--- config.mk ---
export PLATFORM = sky130hd
export DESIGN_NAME = host_ctrl_bank
export DESIGN_NICKNAME = d
export VERILOG_FILES = /design/src/rtl/hcb_pkg.sv /design/src/rtl/hcb_access_fsm.sv /design/src/rtl/hcb_strobe_dec.sv /design/src/rtl/hcb_regs.sv /design/src/rtl/host_ctrl_bank.sv
export SDC_FILE = /design/constraint.sdc
export NUM_CORES = 1
export LEC_CHECK = 0
export ABC_AREA = 1
export ABC_CLOCK_PERIOD_IN_PS = 3100
export BUFFER_PORTS_ARGS = -buffer_cell sky130_fd_sc_hd__buf_2
export CELL_PAD_IN_SITES_DETAIL_PLACEMENT = 1
export CELL_PAD_IN_SITES_GLOBAL_PLACEMENT = 1
export CORE_UTILIZATION = 39
export DETAILED_ROUTE_END_ITERATION = 10
export PLACE_DENSITY = 0.92
export SYNTH_ARGS = -nofsm -noshare
export SYNTH_HDL_FRONTEND = slang
export SYNTH_HIERARCHICAL = 1
export SYNTH_SLANG_ARGS = --single-unit
--- constraint.sdc ---
create_clock -name clk_i -period 3.1 [get_ports clk_i]
set_input_delay 0.62 -clock clk_i [delete_from_list [all_inputs] [get_ports clk_i]]
set_output_delay 0.62 -clock clk_i [all_outputs]
set_load 0.03 [all_outputs]
--- src/rtl/hcb_pkg.sv ---
package hcb_pkg;

    typedef enum logic [1:0] {
        ST_IDLE = 2'd0,
        ST_EXEC = 2'd1,
        ST_DONE = 2'd2
    } acc_state_e;

    // Register offsets within the lower half of the map
    localparam logic [3:0] OFS_CTRL1   = 4'h0;
    localparam logic [3:0] OFS_CTRL2   = 4'h1;
    localparam logic [3:0] OFS_SCRATCH = 4'h2;
    localparam logic [3:0] OFS_STATUS  = 4'h3;
    localparam logic [3:0] OFS_CFGDATA = 4'h4;
    localparam logic [3:0] OFS_RBA_LO  = 4'h5;
    localparam logic [3:0] OFS_RBA_HI  = 4'h6;
    localparam logic [3:0] OFS_ID0     = 4'h7;
    localparam logic [3:0] OFS_ID1     = 4'h8;
    localparam logic [3:0] OFS_ID2     = 4'h9;
    localparam logic [3:0] OFS_ID3     = 4'hA;

    // Control register 1 bit positions
    localparam int BIT_GSR  = 0;
    localparam int BIT_RBK  = 5;
    localparam int BIT_PROG = 7;

endpackage

--- src/rtl/hcb_access_fsm.sv ---
module hcb_access_fsm
    import hcb_pkg::*;
#(
    parameter int ADDR_W = 5,
    parameter int DATA_W = 8
) (
    input  logic              clk_i,
    input  logic              rst_ni,
    input  logic              req_i,
    input  logic              we_i,
    input  logic [ADDR_W-1:0] addr_i,
    input  logic [DATA_W-1:0] wdata_i,
    output logic              exec_o,
    output logic              ack_o,
    output logic              we_q_o,
    output logic [ADDR_W-1:0] addr_q_o,
    output logic [DATA_W-1:0] wdata_q_o
);

    acc_state_e state_q, state_d;

    // State register and request latch
    always_ff @(posedge clk_i or negedge rst_ni) begin
        if (!rst_ni) begin
            state_q   <= ST_IDLE;
            we_q_o    <= 1'b0;
            addr_q_o  <= '0;
            wdata_q_o <= '0;
        end else begin
            state_q <= state_d;
            if (state_q == ST_IDLE && req_i) begin
                we_q_o    <= we_i;
                addr_q_o  <= addr_i;
                wdata_q_o <= wdata_i;
            end
        end
    end

    // Next-state logic
    always_comb begin
        state_d = state_q;
        unique case (state_q)
            ST_IDLE: if (req_i) state_d = ST_EXEC;   // IDLE_TO_EXEC
            ST_EXEC: state_d = ST_DONE;              // EXEC_TO_DONE
            ST_DONE: if (!req_i) state_d = ST_IDLE;  // DONE_TO_IDLE, else DONE_HOLD
            default: state_d = ST_IDLE;
        endcase
    end

    // Outputs
    always_comb begin
        exec_o = 1'b0;
        ack_o  = 1'b0;
        unique case (state_q)
            ST_IDLE: ;
            ST_EXEC: exec_o = 1'b1;
            ST_DONE: ack_o  = 1'b1;
            default: ;
        endcase
    end

endmodule

--- src/rtl/hcb_strobe_dec.sv ---
module hcb_strobe_dec
    import hcb_pkg::*;
#(
    parameter int ADDR_W = 5
) (
    input  logic              exec_i,
    input  logic              we_i,
    input  logic [ADDR_W-1:0] addr_i,
    output logic              wr_en_o,
    output logic              rd_en_o,
    output logic              user_stb_o,
    output logic              cfg_wr_stb_o,
    output logic              cfg_rd_stb_o
);

    localparam int OFS_W = ADDR_W - 1;

    logic in_user;
    logic at_cfg;

    assign in_user = addr_i[ADDR_W-1];
    assign at_cfg  = !in_user && (addr_i[OFS_W-1:0] == OFS_CFGDATA);

    assign wr_en_o      = exec_i && we_i;
    assign rd_en_o      = exec_i && !we_i;
    assign user_stb_o   = exec_i && in_user;
    assign cfg_wr_stb_o = exec_i && we_i && at_cfg;
    assign cfg_rd_stb_o = exec_i && !we_i && at_cfg;

endmodule

--- src/rtl/hcb_regs.sv ---
module hcb_regs
    import hcb_pkg::*;
#(
    parameter int          ADDR_W    = 5,
    parameter int          DATA_W    = 8,
    parameter logic [31:0] DEVICE_ID = 32'h0013_6A2B
) (
    input  logic              clk_i,
    input  logic              rst_ni,
    input  logic              wr_en_i,
    input  logic              rd_en_i,
    input  logic [ADDR_W-1:0] addr_i,
    input  logic [DATA_W-1:0] wdata_i,
    input  logic [DATA_W-1:0] status_i,
    input  logic [DATA_W-1:0] cfg_rdata_i,
    input  logic [DATA_W-1:0] user_rdata_i,
    output logic [DATA_W-1:0] rdata_o,
    output logic              gsr_o,
    output logic              rbk_n_o,
    output logic              prog_n_o,
    output logic [DATA_W-1:0] ctrl2_o,
    output logic [2*DATA_W-1:0] rb_addr_o
);

    localparam int OFS_W    = ADDR_W - 1;
    localparam int ID_BYTES = 32 / DATA_W;

    logic [DATA_W-1:0] scratch_q;
    logic [DATA_W-1:0] rba_lo_q, rba_hi_q;
    logic [DATA_W-1:0] ctrl1_view;
    logic [DATA_W-1:0] rd_mux;
    logic [DATA_W-1:0] id_byte [ID_BYTES];
    logic [OFS_W-1:0]  ofs;

    assign ofs = addr_i[OFS_W-1:0];

    for (genvar g = 0; g < ID_BYTES; g++) begin : g_id
        assign id_byte[g] = DEVICE_ID[DATA_W*g +: DATA_W];
    end

    // Bank storage: cleared only by rst_ni, never by the requests it drives
    always_ff @(posedge clk_i or negedge rst_ni) begin
        if (!rst_ni) begin
            gsr_o     <= 1'b0;
            rbk_n_o   <= 1'b1;
            prog_n_o  <= 1'b1;
            ctrl2_o   <= '0;
            scratch_q <= '0;
            rba_lo_q  <= '0;
            rba_hi_q  <= '0;
        end else if (wr_en_i && !addr_i[ADDR_W-1]) begin
            case (ofs)
                OFS_CTRL1: begin
                    gsr_o    <= wdata_i[BIT_GSR];
                    rbk_n_o  <= wdata_i[BIT_RBK];
                    prog_n_o <= wdata_i[BIT_PROG];
                end
                OFS_CTRL2:   ctrl2_o   <= wdata_i;
                OFS_SCRATCH: scratch_q <= wdata_i;
                OFS_RBA_LO:  rba_lo_q  <= wdata_i;
                OFS_RBA_HI:  rba_hi_q  <= wdata_i;
                default: ;
            endcase
        end
    end

    assign rb_addr_o = {rba_hi_q, rba_lo_q};

    always_comb begin
        ctrl1_view           = '0;
        ctrl1_view[BIT_GSR]  = gsr_o;
        ctrl1_view[BIT_RBK]  = rbk_n_o;
        ctrl1_view[BIT_PROG] = prog_n_o;
    end

    always_comb begin
        rd_mux = '0;
        if (addr_i[ADDR_W-1]) begin
            rd_mux = user_rdata_i;
        end else begin
            case (ofs)
                OFS_CTRL1:   rd_mux = ctrl1_view;
                OFS_CTRL2:   rd_mux = ctrl2_o;
                OFS_SCRATCH: rd_mux = scratch_q;
                OFS_STATUS:  rd_mux = status_i;
                OFS_CFGDATA: rd_mux = cfg_rdata_i;
                OFS_RBA_LO:  rd_mux = rba_lo_q;
                OFS_RBA_HI:  rd_mux = rba_hi_q;
                OFS_ID0:     rd_mux = id_byte[0];
                OFS_ID1:     rd_mux = id_byte[1];
                OFS_ID2:     rd_mux = id_byte[2];
                OFS_ID3:     rd_mux = id_byte[3];
                default:     rd_mux = '0;
            endcase
        end
    end

    always_ff @(posedge clk_i or negedge rst_ni) begin
        if (!rst_ni) begin
            rdata_o <= '0;
        end else if (rd_en_i) begin
            rdata_o <= rd_mux;
        end
    end

endmodule

--- src/rtl/host_ctrl_bank.sv ---
module host_ctrl_bank #(
    parameter int          ADDR_W    = 5,
    parameter int          DATA_W    = 8,
    parameter logic [31:0] DEVICE_ID = 32'h0013_6A2B
) (
    input  logic                clk_i,
    input  logic                rst_ni,
    input  logic                req_i,
    input  logic                we_i,
    input  logic [ADDR_W-1:0]   addr_i,
    input  logic [DATA_W-1:0]   wdata_i,
    output logic [DATA_W-1:0]   rdata_o,
    output logic                ack_o,
    input  logic [DATA_W-1:0]   status_i,
    input  logic [DATA_W-1:0]   cfg_rdata_i,
    output logic [DATA_W-1:0]   cfg_wdata_o,
    output logic                cfg_wr_stb_o,
    output logic                cfg_rd_stb_o,
    input  logic [DATA_W-1:0]   user_rdata_i,
    output logic                user_stb_o,
    output logic                user_we_o,
    output logic [ADDR_W-2:0]   user_addr_o,
    output logic [DATA_W-1:0]   user_wdata_o,
    output logic                glob_reset_req_o,
    output logic                readback_req_n_o,
    output logic                program_req_n_o,
    output logic [DATA_W-1:0]   ctrl2_o,
    output logic [2*DATA_W-1:0] rb_addr_o
);

    logic              exec_w;
    logic              we_q;
    logic [ADDR_W-1:0] addr_q;
    logic [DATA_W-1:0] wdata_q;
    logic              wr_en_w;
    logic              rd_en_w;

    hcb_access_fsm #(.ADDR_W(ADDR_W), .DATA_W(DATA_W)) u_fsm (
        .clk_i     (clk_i),
        .rst_ni    (rst_ni),
        .req_i     (req_i),
        .we_i      (we_i),
        .addr_i    (addr_i),
        .wdata_i   (wdata_i),
        .exec_o    (exec_w),
        .ack_o     (ack_o),
        .we_q_o    (we_q),
        .addr_q_o  (addr_q),
        .wdata_q_o (wdata_q)
    );

    hcb_strobe_dec #(.ADDR_W(ADDR_W)) u_dec (
        .exec_i       (exec_w),
        .we_i         (we_q),
        .addr_i       (addr_q),
        .wr_en_o      (wr_en_w),
        .rd_en_o      (rd_en_w),
        .user_stb_o   (user_stb_o),
        .cfg_wr_stb_o (cfg_wr_stb_o),
        .cfg_rd_stb_o (cfg_rd_stb_o)
    );

    hcb_regs #(.ADDR_W(ADDR_W), .DATA_W(DATA_W), .DEVICE_ID(DEVICE_ID)) u_regs (
        .clk_i        (clk_i),
        .rst_ni       (rst_ni),
        .wr_en_i      (wr_en_w),
        .rd_en_i      (rd_en_w),
        .addr_i       (addr_q),
        .wdata_i      (wdata_q),
        .status_i     (status_i),
        .cfg_rdata_i  (cfg_rdata_i),
        .user_rdata_i (user_rdata_i),
        .rdata_o      (rdata_o),
        .gsr_o        (glob_reset_req_o),
        .rbk_n_o      (readback_req_n_o),
        .prog_n_o     (program_req_n_o),
        .ctrl2_o      (ctrl2_o),
        .rb_addr_o    (rb_addr_o)
    );

    assign cfg_wdata_o  = wdata_q;
    assign user_we_o    = we_q;
    assign user_addr_o  = addr_q[ADDR_W-2:0];
    assign user_wdata_o = wdata_q;

endmodule

After elaboration in Yosys (flattened, before gate mapping)
Index checks and enable logic that the tools add are counted.

storage, ports and cells
  output and inout port bits = 60
  register bits = 59
  word-level logic and storage cells = 50
  bits of input ports = 41

operators by class
  eq/ne operators = 13
  reduce and logical (&&, ||, !) cells = 18
  mux-type cells = 7

operators with widths
  cell                  count
  $pmux W8 S10          1
  $eq A4 B3 Y1 const B  4
  $reduce_and A2 Y1     6
  $eq A4 B2 Y1 const B  2
  $eq A4 B4 Y1 const B  2
  $logic_and A1 B1 Y1   8
  $mux W8               1
  $pmux W2 S3           1
  $eq A4 B1 Y1 const B  1
  $logic_not A4 Y1      1
  $mux W2               2
  $ne A2 B2 Y1 const B  2
  $eq A2 B1 Y1 const B  1
  $eq A2 B2 Y1 const B  1
  $logic_not A1 Y1      2
  $logic_not A2 Y1      1
  $mux W1               2

Longest topological paths before layout
Gate-level depths: netlist of run 1.

  depth in word-level cells = 5
  mapped depth = 10
  depth with buffers taken out = 10

By module
Netlist of run 1, hierarchy kept.

modules (own cells, without submodules)
  module          area an instance (um2)  seq. area each (um2)  cells an instance  instances
  hcb_regs        2,323.5                 1,078.5               304                1
  hcb_access_fsm  656.9                   400.4                 72                 1
  hcb_strobe_dec  63.8                    0.0                   14                 1
  host_ctrl_bank  60.1                    0.0                   8                  1

Least setup slack after synthesis of run 1
Ideal clock, no wire load.

  kind = register -> output
  from = reg u_fsm.addr_q_o[2]
  to = out cfg_wr_stb_o
  arrival time = 1.282 ns
  stages on the path, launching flop included = 5
  data required time = 2.480 ns
  setup slack = 1.198 ns
  cells stage by stage = dfrtp_1 -> inv_1 -> nor2_1 -> nand3_1 -> nor2_1

on the way
  longest elaborated chain between the ends = 3

ends and longest elaborated chain
  item                    RTL line              RTL
  start, declared         hcb_access_fsm.sv:16  output logic [ADDR_W-1:0] addr_q_o,
  start signal, assigned  hcb_access_fsm.sv:33  addr_q_o <= addr_i;
  $eq A4 B3 Y1            hcb_strobe_dec.sv:22  assign at_cfg = !in_user && (addr_i[OFS_W-1:0] == OFS_CFGDATA);
  $logic_and A1 B1 Y1     hcb_strobe_dec.sv:22
  $logic_and A1 B1 Y1     hcb_strobe_dec.sv:27  assign cfg_wr_stb_o = exec_i && we_i && at_cfg;
  end, declared           host_ctrl_bank.sv:17  output logic cfg_wr_stb_o,

No other way between the ends.

Worst setup path after layout of run 1
  from = reg u_fsm.state_q[0]
  to = out cfg_rd_stb_o

on the way
  longest elaborated chain between the ends = 4

ends and longest elaborated chain
  item                    RTL line              RTL
  start, declared         hcb_access_fsm.sv:20  acc_state_e state_q, state_d;
  start signal, assigned  hcb_access_fsm.sv:30  state_q <= state_d;
  $eq A2 B1 Y1            hcb_access_fsm.sv:54  unique case (state_q)
  $mux W1                 hcb_access_fsm.sv:54
  via exec_w              host_ctrl_bank.sv:31  logic exec_w;
  $logic_and A1 B1 Y1     n/a
  via rd_en_w             host_ctrl_bank.sv:36  logic rd_en_w;
  $logic_and A1 B1 Y1     hcb_strobe_dec.sv:28  assign cfg_rd_stb_o = exec_i && !we_i && at_cfg;
  end, declared           host_ctrl_bank.sv:18  output logic cfg_rd_stb_o,

The timed path passes the listed nets, and every way through them passes these cells.

==> results of run 1 <==
[worst max-delay path: cells and delay by family (launching register included)]
family / cells / cell delay (ps)
buffers and inverters: 4 / 370
DFF: 1 / 410
and+or+nand+nor: 3 / 540
[synthesized netlist by cell type]
library cell,count
o21ai_0,27
buf_2,6
nor2_2,1
and3_1,1
a21oi_2,1
nand2_4,3
a21oi_1,15
nand3_2,2
nor2_4,7
dfstp_2,2
inv_2,5
inv_1,27
buf_6,4
nand3_1,54
nand2_1,127
nor2_8,1
nand2_2,1
clkbuf_1,1
o21ai_2,8
buf_1,1
buf_4,10
nor2_1,36
dfrtp_1,57
clkbuf_2,1
[per-stage QoR]
stage                     total power [mW]  instances  area [sq um]  setup slack [ps]
final                                4.386        595          3777             807.5
after global routing                 4.679        595          3777             658.3
after CTS                            4.404        595          3777             777.2
after detailed placement             3.700        579          3585              1180
after global placement               3.606        579          3585              1229
after floorplan                      3.086        398          3104              1198
[worst min path at each step]
stage	from	end	slack, ps	cells past startpoint
3_3_place_gp	u_regs/scratch_q[6]	u_regs/scratch_q[6]	460	2
3_5_place_dp	u_regs/scratch_q[4]	u_regs/scratch_q[4]	470	2
6_report	rst_ni	u_fsm/wdata_q_o[3]	310	1
2_1_floorplan	rst_ni	u_fsm/addr_q_o[0]	320	0
4_1_cts	rst_ni	u_fsm/wdata_q_o[3]	320	1
5_1_grt	rst_ni	u_fsm/wdata_q_o[3]	350	1
[area by class of cell]
type,instances,area [sq um],share of cell area [%]
flip-flops and latches,59,1479,39.15
multi-input cells,284,1343,35.54
well taps,102,127.6,3.379
clock inverters,7,68.82,1.822
repair buffers,102,515.5,13.65
clock buffers,9,123.9,3.279
inverters,32,120.1,3.180
[sequential cells by signal, indices dropped and copies added, names as in the netlist]
name,cells
u_regs/prog_n_o,1
u_regs/gsr_o,1
u_regs/rdata_o,8
u_regs/scratch_q,8
u_regs/rbk_n_o,1
u_fsm/state_q,2
u_regs/rba_lo_q,8
u_fsm/wdata_q_o,8
u_fsm/addr_q_o,5
u_regs/rba_hi_q,8
u_regs/ctrl2_o,8
u_fsm/we_q_o,1
[power groups by stage]
stage / Combinational [mW] / Sequential [mW] / Clock, mW
CTS: 2.22 / 1.48 / 0.704
finish: 2.22 / 1.48 / 0.689
global placement: 2.14 / 1.47 / 0
floorplan: 1.15 / 1.93 / 0
global route: 2.41 / 1.53 / 0.743
detailed placement: 2.21 / 1.49 / 0
[logic make-up after synthesis]
| family | after synthesis | synth area share (%) |
|---|---|---|
| and+or+nand+nor | 233 | 33.94 |
| buffers and inverters | 55 | 9.109 |
| DFF | 59 | 47.64 |
| AOI/OAI and AO/OA | 51 | 9.311 |
[metal layers]
| metal | up-vias | GRT usage (%) |
|---|---|---|
| li1 | 1441 | - |
| met1 | 1488 | 31.71 |
| met2 | 113 | 37.88 |
| met3 | 12 | 6.281 |
| met4 | 0 | 8.862 |
| met5 | - | 0 |
==> run metrics, run 1 <==
Final Max Tran Viols 0; cell count of the worst reg-to-reg path 8; Fin. Hold Viols 0; top-area cell type share of the netlist area 45.95%; Max Buffers Root-to-Sink 2; Clk pwr share around 16%; uppermost routed layer met4; skew final just under 6 ps; CTS buffer count 9; dpl hpwl about 7200 um; post-synthesis net count between 400 and 500; CTS tree built; critical path startpoint category register; PostCTS Resize Cnt 0; yosys warns 6; Setup violations, final 0; Distinct cells, synth 24; GRT Util Overall around 24%; Peak Freq 0.4362 GHz; num ports a little over 100; run status completed; Syn Inst Count between 300 and 400; layout cell share with drive strength beyond 1 30.22%; Sequential Power Share between 30% and 40%; Comb pwr share 50.5%; CP Class register to output pin; Iter 0 DRT Violations roughly 200; final setup TNS 0 ps; met2 WL 4465 um; first-pass GRT wire length approximately 15000 um; Detailed Route WL between 9000 and 10000 um; CP arrival approximately 1700 ps; Syn Area/Cell 7.800 sq um; Slew @ Worst Pin about 730 ps; Leak Pwr 2.095 nW; largest incremental delay on the critical path 410 ps; Worst setup endpoint cfg_rd_stb_o; initial core utilization roughly two fifths; cts hold-fix bufs 0; die area around 8300 sq um; nature of the critical path endpoint output pin; met3 WL 541 um; clk sink count just under 60; min Tclk post-route 2292 ps; vias around 3000; Crit Reg-Reg Startpoint u_fsm/state_q[0]; GP Congestion approximately 0.85; Seq/Total Area, Yosys 47.64%; routed vias/inst 5.133; sw frac 52.99%; Antenna Cells 0; FF-to-FF End u_regs/scratch_q[6]; final net count between 500 and 600; WL met1 between 4000 and 5000 um; initial antenna violation count 0; commonest non-fill, non-tap cell in the layout nand2_1; Syn-to-layout area delta 21.68%; router iterations before antenna repair 4; Post-CTS Setup Bufs 0; share of the core filled with cells between 40% and 50%; worst skew pair latency 340 ps; Die Y about 91 um; Min-Delay Path Class input port to async pin; vias in the first global route 3061; DR WL/cell about 16 um; switching power between 2 and 2.5 mW; mapped cell area approximately 3100 sq um; fill cell instance count of the final layout ~1000; maximum vdd drop 0.6070 mV; die width just over 90 um; critical path's most frequent cell inv_2; Core Rows 32; DRC Markers 0; RSZ-0062 raised after global routing false; max-cap viol count 0; WP data required ~2500 ps; grt total ovfl 0; Worst Path Max Fanout 10; antenna viol nets, final 0; Clock Pin Slew Worst Setup and Hold Paths roughly 70 ps; Port Buffers 100; register-to-register setup slack between 1000 and 1500 ps; commonest non-fill, non-tap cells in the layout nand2_1 (127), buf_2 (100), dfrtp_1 (57), nand3_1 (54), nor2_1 (36); WHS about 310 ps; largest area contributor in the netlist dfrtp_1; Core ar. ~7700 sq um; Final Cycle Share around three quarters; largest net degree at the start of global routing 31; max_slew headroom 50.87%; Root Driver clkbuf_8; power density cells about 1200 nW/um^2; #FFs+latches synth 59; top cells by area, synth dfrtp_1 (46%), nand2_1 (15%), nand3_1 (8.7%); crit-path cells inv_1 -> nor2_1 -> inv_2 -> nor2_4 -> inv_2 -> nor2_2 -> buf_2; H-Tree Depth 3; Crit-path slowest cell dfrtp_1; CP startpoint u_fsm/state_q[0]; Internal Pwr Total 2.062 mW
Power figures use the tool's default switching activity.
==> inputs of run 2 (changes only) <==
--- a/config.mk
+++ b/config.mk
@@ -6,13 +6,13 @@
 export NUM_CORES = 1
 export LEC_CHECK = 0
 export ABC_AREA = 1
-export ABC_CLOCK_PERIOD_IN_PS = 3100
+export ABC_CLOCK_PERIOD_IN_PS = 2400
 export BUFFER_PORTS_ARGS = -buffer_cell sky130_fd_sc_hd__buf_2
 export CELL_PAD_IN_SITES_DETAIL_PLACEMENT = 1
 export CELL_PAD_IN_SITES_GLOBAL_PLACEMENT = 1
-export CORE_UTILIZATION = 39
+export CORE_UTILIZATION = 36
 export DETAILED_ROUTE_END_ITERATION = 10
-export PLACE_DENSITY = 0.92
+export PLACE_DENSITY = 0.87
 export SYNTH_ARGS = -nofsm -noshare
 export SYNTH_HDL_FRONTEND = slang
 export SYNTH_HIERARCHICAL = 1
==> constraint.sdc (replaced) <==
create_clock -name clk_i -period 2.4 [get_ports clk_i]
set_input_delay 0.48 -clock clk_i [delete_from_list [all_inputs] [get_ports clk_i]]
set_output_delay 0.48 -clock clk_i [all_outputs]
set_load 0.03 [all_outputs]
==> run metrics, run 2 (synthesis results as in run 1) <==
GP Congestion 0.8321; fill cell instance count of the final layout between 1000 and 1500; CP arrival roughly 1700 ps; final setup TNS 0 ps; nature of the critical path endpoint output pin; multi-input logic area 1343 sq um; grt total ovfl 0; maximum vdd drop a little under 0.8 mV; commonest non-fill, non-tap cell in the layout nand2_1; worst skew pair latency 340 ps; Detailed Route WL between 9000 and 10000 um; WP data required around 1900 ps; clk sink count 59; Clock Pin Slew Worst Setup and Hold Paths about 60 ps; largest incremental delay on the critical path between 400 and 500 ps; Leak Pwr ~2.1 nW; RSZ-0062 raised after global routing false; Antenna Cells 0; Port Buffers 100; GR peak layer met2; Iter 0 DRT Violations between 100 and 150; Die Y about 95 um; H-Tree Depth 3; Syn-to-layout area delta 21.68%; Final Max Tran Viols 0; routed vias/inst 5.064; commonest non-fill, non-tap cells in the layout nand2_1 (127), buf_2 (100), dfrtp_1 (57), nand3_1 (54), nor2_1 (36); crit-path cells inv_1 -> nor2_1 -> inv_2 -> nor2_4 -> inv_2 -> nor2_2 -> buf_2; initial antenna violation count 0; cts hold-fix bufs 0; GRT Util Overall roughly 23%; Final WS setup between 200 and 250 ps; antenna viol nets, final 0; Post-CTS Setup Bufs 0; DR WL/cell 15.95 um; largest net degree at the start of global routing 60; Crit Reg-Reg Startpoint u_fsm/state_q[0]; die width about 95 um; power density cells 1506 nW/um^2; Peak Freq 0.4628 GHz; CTS tree built; Min-Delay Path Class input port to async pin; Reg area roughly 1500 sq um; critical path startpoint category register; Root Driver clkbuf_8; dpl hpwl around 7100 um; max_slew headroom between 40% and 50%; run status completed; Setup violations, final 0; Max Buffers Root-to-Sink 2; skew final approximately 5.2 ps; min Tclk post-route approximately 2200 ps; PostCTS Resize Cnt 0; Power Total about 5.7 mW; pre-CTS WS 576.4 ps; initial core utilization ~37%; first-pass GRT wire length approximately 15000 um; Crit-path slowest cell dfrtp_1; Worst Path Max Fanout 10; cell count of the worst reg-to-reg path 9; Final Cycle Share about nine tenths; CTS buffer count 9; max-cap viol count 0; Core Rows 33; vias in the first global route between 2000 and 3000; critical path's most frequent cell inv_2; met2 global-route usage approximately a third; CP Class register to output pin; DRC Markers 0; router iterations before antenna repair 4; layout cell share with drive strength beyond 1 between 20% and 30%; die area 8998 sq um; final net count 529; Core ar. roughly 8300 sq um; FF-to-FF End u_regs/rba_hi_q[4]; met3 Track Usage GR under 10%; Slew @ Worst Pin between 700 and 800 ps; vias between 3000 and 4000; num ports roughly 100; GR Layer Usage met1 roughly 31%; Fin. Hold Viols 0; register-to-register setup slack approximately 560 ps
-- run 2: cell types whose count changed in the layout (fill, tap and decap cells not counted), sizes merged --
| cell | change |
|---|---|
| clkinvlp | -2 |
| clkbuf | +4 |
| clkinv | -2 |
-- run 2: worst max-delay path by stage --
stage / slack [ps] / start / end
finish: 240 / u_fsm/state_q[0] / cfg_rd_stb_o
global route: 90 / u_fsm/state_q[0] / cfg_rd_stb_o
CTS: 200 / u_fsm/state_q[0] / cfg_rd_stb_o
detailed placement: 580 / u_fsm/state_q[0] / u_regs/rba_hi_q[5]
global placement: 670 / u_fsm/state_q[0] / cfg_rd_stb_o
floorplan: 640 / u_fsm/addr_q_o[2] / cfg_wr_stb_o
-- run 2: stage by stage --
stage	instance area, sq um	instances	hold WS, ps	utilization (%)
after global routing	3777	598	353.5	45.51
after global placement	3588	582	463.6	43.24
after detailed placement	3588	582	473.8	43.24
after CTS	3777	598	314.1	45.51
final	3777	598	281.0	45.51
after floorplan	3104	398	184.4	-
-- run 2: where the power goes --
| part | internal [mW] | total [mW] | switching [mW] |
|---|---|---|---|
| Combinational | 0.760 | 2.89 | 2.13 |
| Sequential | 1.44 | 1.90 | 0.463 |
| Clock | 0.506 | 0.899 | 0.393 |
| Total | 2.71 | 5.69 | 2.98 |
-- run 2: critical path: cells and delay by family (launching register included) --
kind	cells	cell delay (ps)
flops	1	410
simple gates	3	550
buf+inv	4	390
-- run 2: area by class of cell --
class	count	area share, %
sequential	59	39.15
multi-input combinational	284	35.54
timing repair buffer	102	13.65
clock buffer	13	3.942
tap	105	3.478
inverter	32	3.180
clock inverter	3	1.060
-- run 2: per-layer routing --
metal | wire (um) | part of all wire (%) | vias up
met2 | 4288 | 45 | 112
met4 | 159 | 1.7 | 0
met1 | 4407 | 46 | 1462
met3 | 681 | 7.1 | 13
li1 | - | - | 1441
met5 | 0 | 0 | -
